===== src/rtl/asp_pkg.sv =====
package asp_pkg;

    typedef enum logic [1:0] {
        ST_WAIT,
        ST_DIVIDE,
        ST_LOOKUP,
        ST_FILTER
    } asp_state_e;

    // Arcsine of idx/lmax scaled by 2^frac, rounded to nearest
    function automatic int asin_code(input int idx, input int lmax, input int frac);
        real r;
        r = $asin(real'(idx) / real'(lmax)) * real'(1 << frac);
        return $rtoi(r + 0.5);
    endfunction

endpackage


===== src/rtl/asp_dco.sv =====
module asp_dco #(
    parameter int PERW = 18
) (
    input  logic            clk,
    input  logic            rst,
    input  logic [PERW-1:0] per_i,
    output logic            tick_o,
    output logic            stb_o
);

    logic [PERW-1:0] cnt_q;
    logic [PERW:0]   cnt_nxt;

    assign cnt_nxt = {1'b0, cnt_q} + (PERW+1)'(1);
    assign tick_o  = cnt_nxt >= {1'b0, per_i};

    always_ff @(posedge clk) begin
        if (rst) begin
            cnt_q <= '0;
            stb_o <= 1'b0;
        end else begin
            stb_o <= tick_o;
            cnt_q <= tick_o ? '0 : cnt_nxt[PERW-1:0];
        end
    end

endmodule


===== src/rtl/asp_peak_div.sv =====
module asp_peak_div #(
    parameter int XW  = 12,
    parameter int LB  = 8,
    parameter int DSH = 8
) (
    input  logic          clk,
    input  logic          rst,
    input  logic          start_i,
    input  logic [XW-1:0] mag_i,
    output logic          done_o,
    output logic [LB-1:0] idx_o
);

    localparam int NW   = XW + LB;
    localparam int LMAX = (1 << LB) - 1;
    localparam int BCW  = $clog2(LB);

    logic [XW-1:0]  peak_q, peak_dec, peak_n;
    logic [NW-1:0]  rem_q, den_q, trial;
    logic [BCW-1:0] bit_q;
    logic           busy_q;

    assign peak_dec = peak_q - (peak_q >> DSH);
    assign peak_n   = (mag_i > peak_dec) ? mag_i : peak_dec;
    assign trial    = den_q << bit_q;

    always_ff @(posedge clk) begin
        if (rst) begin
            peak_q <= XW'((1 << (XW-1)) - 1);
            rem_q  <= '0;
            den_q  <= '0;
            bit_q  <= '0;
            busy_q <= 1'b0;
            done_o <= 1'b0;
            idx_o  <= '0;
        end else begin
            done_o <= 1'b0;
            if (start_i) begin
                peak_q <= peak_n;
                den_q  <= NW'(peak_n);
                rem_q  <= NW'(mag_i) * NW'(LMAX);
                bit_q  <= BCW'(LB - 1);
                busy_q <= 1'b1;
                idx_o  <= '0;
            end else if (busy_q) begin
                if (rem_q >= trial) begin
                    rem_q        <= rem_q - trial;
                    idx_o[bit_q] <= 1'b1;
                end
                if (bit_q == '0) begin
                    busy_q <= 1'b0;
                    done_o <= 1'b1;
                end else begin
                    bit_q <= bit_q - BCW'(1);
                end
            end
        end
    end

endmodule


===== src/rtl/asp_asin_rom.sv =====
module asp_asin_rom
    import asp_pkg::*;
#(
    parameter int LB   = 8,
    parameter int FRAC = 10,
    parameter int PW   = FRAC + 3
) (
    input  logic [LB-1:0] idx_i,
    output logic [PW-1:0] mag_o
);

    localparam int DEPTH = 1 << LB;

    logic [PW-1:0] tbl [DEPTH];

    for (genvar i = 0; i < DEPTH; i++) begin : g_ent
        localparam int CODE = asin_code(i, DEPTH - 1, FRAC);
        assign tbl[i] = PW'(CODE);
    end

    assign mag_o = tbl[idx_i];

endmodule


===== src/rtl/asin_sample_pll.sv =====
module asin_sample_pll
    import asp_pkg::*;
#(
    parameter int XW   = 12,
    parameter int LB   = 8,
    parameter int FRAC = 10,
    parameter int DSH  = 8,
    parameter int NOM  = 125000,
    parameter int G1   = 1024,
    parameter int G2   = 64,
    parameter int ILIM = 1048576,
    parameter int CW   = 24,
    parameter int PERW = $clog2(2*NOM + 1),
    parameter int PW   = FRAC + 3
) (
    input  logic                 clk,
    input  logic                 rst,
    input  logic                 order2_i,
    input  logic signed [XW-1:0] samp_i,
    output logic                 stb_o,
    output logic [PERW-1:0]      period_o,
    output logic signed [CW-1:0] corr_o,
    output logic signed [PW-1:0] phase_o
);

    localparam int MW = 48;

    asp_state_e state_q, state_d;

    logic                 tick, start, div_done, x_neg_q;
    logic [XW-1:0]        mag_in;
    logic [LB-1:0]        idx;
    logic [PW-1:0]        rom_mag;
    logic signed [PW-1:0] rom_s;
    logic signed [CW-1:0] integ_q, integ_n, corr_n;
    logic [PERW-1:0]      per_n;

    logic signed [MW-1:0] p1, p2, prop, iinc, isum, isat, inxt, csum, pnum, pcl;

    assign mag_in = samp_i[XW-1] ? $unsigned(-samp_i) : $unsigned(samp_i);
    assign start  = tick && (state_q == ST_WAIT);
    assign rom_s  = $signed(rom_mag);

    asp_dco #(.PERW(PERW)) u_dco (
        .clk    (clk),
        .rst    (rst),
        .per_i  (period_o),
        .tick_o (tick),
        .stb_o  (stb_o)
    );

    asp_peak_div #(.XW(XW), .LB(LB), .DSH(DSH)) u_div (
        .clk     (clk),
        .rst     (rst),
        .start_i (start),
        .mag_i   (mag_in),
        .done_o  (div_done),
        .idx_o   (idx)
    );

    asp_asin_rom #(.LB(LB), .FRAC(FRAC), .PW(PW)) u_rom (
        .idx_i (idx),
        .mag_o (rom_mag)
    );

    // Loop filter and period arithmetic
    always_comb begin
        p1   = MW'(G1) * MW'(phase_o);
        p2   = MW'(G2) * MW'(phase_o);
        prop = p1 >>> FRAC;
        iinc = p2 >>> FRAC;
        isum = MW'(integ_q) + iinc;
        if (isum > MW'(ILIM))
            isat = MW'(ILIM);
        else if (isum < -MW'(ILIM))
            isat = -MW'(ILIM);
        else
            isat = isum;
        inxt = order2_i ? isat : '0;
        csum = prop + inxt;
        pnum = MW'(NOM) - (csum >>> FRAC);
        if (pnum < MW'(NOM / 2))
            pcl = MW'(NOM / 2);
        else if (pnum > MW'(2 * NOM))
            pcl = MW'(2 * NOM);
        else
            pcl = pnum;
        integ_n = CW'(inxt);
        corr_n  = CW'(csum);
        per_n   = PERW'(pcl);
    end

    // Next-state logic
    always_comb begin
        state_d = state_q;
        unique case (state_q)
            ST_WAIT:   if (tick)     state_d = ST_DIVIDE;
            ST_DIVIDE: if (div_done) state_d = ST_LOOKUP;
            ST_LOOKUP:               state_d = ST_FILTER;
            ST_FILTER:               state_d = ST_WAIT;
            default:                 state_d = ST_WAIT;
        endcase
    end

    // State register
    always_ff @(posedge clk) begin
        if (rst)
            state_q <= ST_WAIT;
        else
            state_q <= state_d;
    end

    // Output and datapath registers
    always_ff @(posedge clk) begin
        if (rst) begin
            x_neg_q  <= 1'b0;
            phase_o  <= '0;
            integ_q  <= '0;
            corr_o   <= '0;
            period_o <= PERW'(NOM);
        end else begin
            if (start)
                x_neg_q <= samp_i[XW-1];
            if (state_q == ST_LOOKUP)
                phase_o <= x_neg_q ? -rom_s : rom_s;
            if (state_q == ST_FILTER) begin
                integ_q  <= integ_n;
                corr_o   <= corr_n;
                period_o <= per_n;
            end
        end
    end

endmodule


===== config.mk =====
export PLATFORM = sky130hd
export DESIGN_NAME = asin_sample_pll
export DESIGN_NICKNAME = d
export VERILOG_FILES = /design/src/rtl/asp_pkg.sv /design/src/rtl/asp_dco.sv /design/src/rtl/asp_peak_div.sv /design/src/rtl/asp_asin_rom.sv /design/src/rtl/asin_sample_pll.sv
export SDC_FILE = /design/constraint.sdc
export NUM_CORES = 1
export LEC_CHECK = 0
export ABC_CLOCK_PERIOD_IN_PS = 14300
export BUFFER_PORTS_ARGS = -buffer_cell sky130_fd_sc_hd__buf_2
export CAP_MARGIN = 10
export CORE_MARGIN = 5
export CORE_UTILIZATION = 65
export DETAILED_ROUTE_END_ITERATION = 16
export GPL_TIMING_DRIVEN = 0
export HOLD_SLACK_MARGIN = 0.06
export PLACE_DENSITY = 0.82
export SYNTH_ARGS = -nofsm -noshare
export SYNTH_HDL_FRONTEND = slang
export SYNTH_SLANG_ARGS = --single-unit

===== constraint.sdc =====
create_clock -name clk -period 14.3 [get_ports clk]
set_input_delay 1.43 -clock clk [delete_from_list [all_inputs] [get_ports clk]]
set_output_delay 1.43 -clock clk [all_outputs]
set_load 0.05 [all_outputs]

==> flow_summary.yaml <==
worst_setup_path:
  worst_setup_path_end_kind: "register"
  timing.critical_path.required_ns: 14.65
  path_max_fanout: 8
  worstSetupStartpointType: "primary input"
  r2r_cells: 28
  worstPathArrival_ns: 7.95
  critical_path_class: "primary input to register"
global_routing:
  global_route_wire_length_before_repair_um: 79800
  globalRouteTotalUtil: 0.343
  initial_antenna_violation_count: 2
  first_global_vias: 15400
  global_route.overflow_total: 0
  grt_start_max_net_pins: 32
yosys:
  postSynthRegisterBits: 157
  synth_cell_type_count: 89
  postSynthCellCount: 2040
  post_synthesis_async_set_or_reset_flop_share: 0
  synth_warnings: 0
  synthesis.area_mm2: 0.0165
  synthTopCellsByArea: "dfxtp_1, ha_1, fa_1"
  syn-mean-instance-area_um2: 8.07
  synth_seq_area_share: 0.191
  synth_common_cells: "nor2_1, ha_1, nand2_1"
  netlist.top_cell.by_area: "dfxtp_1"
  synth.net_count: 2287
  synth_edf_count: 0
  synthDominantCellAreaShare: 0.191
  synthFlopType: "dfxtp_1"
  library_cell_with_the_highest_instance_count_after_synthesis: "nor2_1"
sta:
  rsz0062_at_grt: "false"
  smallest_setup_slack_after_layout_ns: 6.70
  setup_total_negative_slack_ns: 0
  max_slew_margin: 0.179
  setup_viol: 0
  maxClockFrequency_mhz: 132
  slew_violations: 0
  hold_violations: 0
  crit_path_time_final_ns: 7.60
  fin_skew_ns: 0.0214
  ratio_of_final_minimum_period_to_clock_period: 0.532
  worst_pin_slew_ns: 1.22
drt:
  antenna_violating_nets_post_route: 0
  avgViaCountPerCell: 6.51
  initialDrtViolationCount: 1458
  drt_drc_violations_left: 0
  drt-total-wl_um: 50400
  drt_first_pass_iters: 6
  num_vias: 16100
  wl_per_cell_um: 20.4
clock_tree:
  cts_num_sinks: 157
  number_of_buffers_added_by_the_clock_tree_synthesis_step: 17
  postCtsHoldBufs: 0
  ctsResizeCount: 0
  cts_tree: "yes"
  cts_root_buffer: "clkbuf_16"
  number_of_levels_in_the_clock_h_tree: 4
  clk_latency_ns: 0.44
  postCtsSetupBuffers: 0
  cts.path.max_buffers: 2
  clkSlewWorstSetupHoldPaths_ns: 0.08
floorplanning:
  floorplan.core_area_mm2: 0.0250
  die_height_um: 169
  io_pins: 71
  rows: 58
  initial_core_util: 0.657
  die_w_um: 169
  die-area_mm2: 0.0286
placed_design:
  place_hpwl_um: 39000
  pre_cts_ws_ns: 6.29
  gpl.final_weighted_congestion: 1.01
  placement.io_buffers: 69
power:
  leakage_component_of_the_power_uw: 0.00786
  power_density_mw_per_mm2: 105
  total_power_of_the_final_layout_uw: 1880
  vdd_ir_drop_max_v: 0.000358
cells_and_area:
  drive_above_1_share: 0.0915
  nNetsFinal: 2377
  antenna_cells: 0
  finalCoreUtilization: 0.714
  syn2layout_area_growth_pct: 8.63
  num-fill-cells: 2031
min_path:
  holdPathStages: 2
  worstHoldPathType: "register to register"
run:
  cap_viol_max_count: 0
outcome:
  outcome: "completed"
## layout by cell type (no fill, tap or decap), drive strengths merged, types with 52 or more instances in the layout
cell type | netlist | final
o21ai | 93 | 93
fa | 56 | 56
mux2i | 56 | 56
a211oi | 57 | 57
nor2 | 198 | 198
xnor2 | 71 | 71
ha | 176 | 176
inv | 155 | 161
clkbuf | 67 | 84
buf | 37 | 108
a21oi | 159 | 159
dfxtp | 157 | 157
nand2 | 159 | 159
xor2 | 52 | 52
## worst paths after layout
check	end	startpoint	slack [ns]
worst min-delay path	integ_q[21]	integ_q[21]	0.47
worst max register to register	period_o[1]	phase_o[12]	6.74
worst min register to register	integ_q[21]	integ_q[21]	0.47
worst max-delay path	u_div.rem_q[16]	samp_i[0]	6.70
## through the flow
step                      hold slack, ns  instances  instance area, µm²
after floorplan                    0.429       2040               16500
after global placement             0.448       2439               17200
after detailed placement           0.455       2440               17200
after CTS                          0.466       2472               17800
after global routing               0.497       2473               17900
final                              0.472       2473               17900
## critical path, stage by stage
cell and delay (ns):
buf_2 0.17, inv_1 0.10, ha_1 0.17, nand2b_1 0.07
or4_1 0.41, or2_2 0.30, o21ai_0 0.23, xor2_1 0.53
inv_1 0.45, fa_1 0.71, fa_1 0.47, fa_1 0.52
fa_1 0.49, ha_1 0.35, nand3_1 0.13, nand2_1 0.10
a31oi_1 0.28, a21oi_1 0.11, o21a_1 0.20, or2_2 0.30
xor2_1 0.14, nor2_1 0.06, a211oi_1 0.23
## report_power, final
part	switching [µW]	total (µW)	internal, µW
sequential	2.83	442	439
clock	235	474	239
combinational	540	959	420
total	777	1880	1100
## registers in the layout (all words and copies together), names as in the netlist
register      cells
state_q           2
u_div.peak_q     12
x_neg_q           1
u_dco.stb_o       1
integ_q          24
u_div.idx_o       8
phase_o          13
u_div.rem_q      20
u_div.busy_q      1
u_div.done_o      1
u_div.bit_q       3
u_dco.cnt_q      18
period_o         18
u_div.den_q      11
corr_o           24
## cells by family (layout without fill, tap and decap cells)
kind of cell | after synthesis | after routing | synth area share
multiplexers | 79 | 79 | 0.0629
flip-flops | 157 | 157 | 0.191
buffers and inverters | 263 | 366 | 0.0626
XOR/XNOR | 123 | 123 | 0.0659
AO/OA/AOI/OAI | 558 | 558 | 0.234
adder cells (fa/ha/maj) | 232 | 232 | 0.202
AND/OR/NAND/NOR | 628 | 628 | 0.182
## layout make-up
cell class                 instances  area (µm²)  area share
clock buffer                      17         425      0.0238
sequential                       157        3140       0.176
timing repair buffer              71         380      0.0213
tap                              330         413      0.0231
inverter                         159         597      0.0334
buffer                           104         433      0.0242
clock inverter                    15         195      0.0109
multi-input combinational       1620       12300       0.687
## metal layers
layer / routed length, µm / global-route usage / vias to the layer above
li1: - / - / 7476
met1: 21000 / 0.452 / 7685
met2: 23400 / 0.560 / 772
met3: 4190 / 0.0698 / 159
met4: 1860 / 0.130 / 4
met5: 32 / 0 / -
Note: power is estimated with default switching activity, not from simulation.
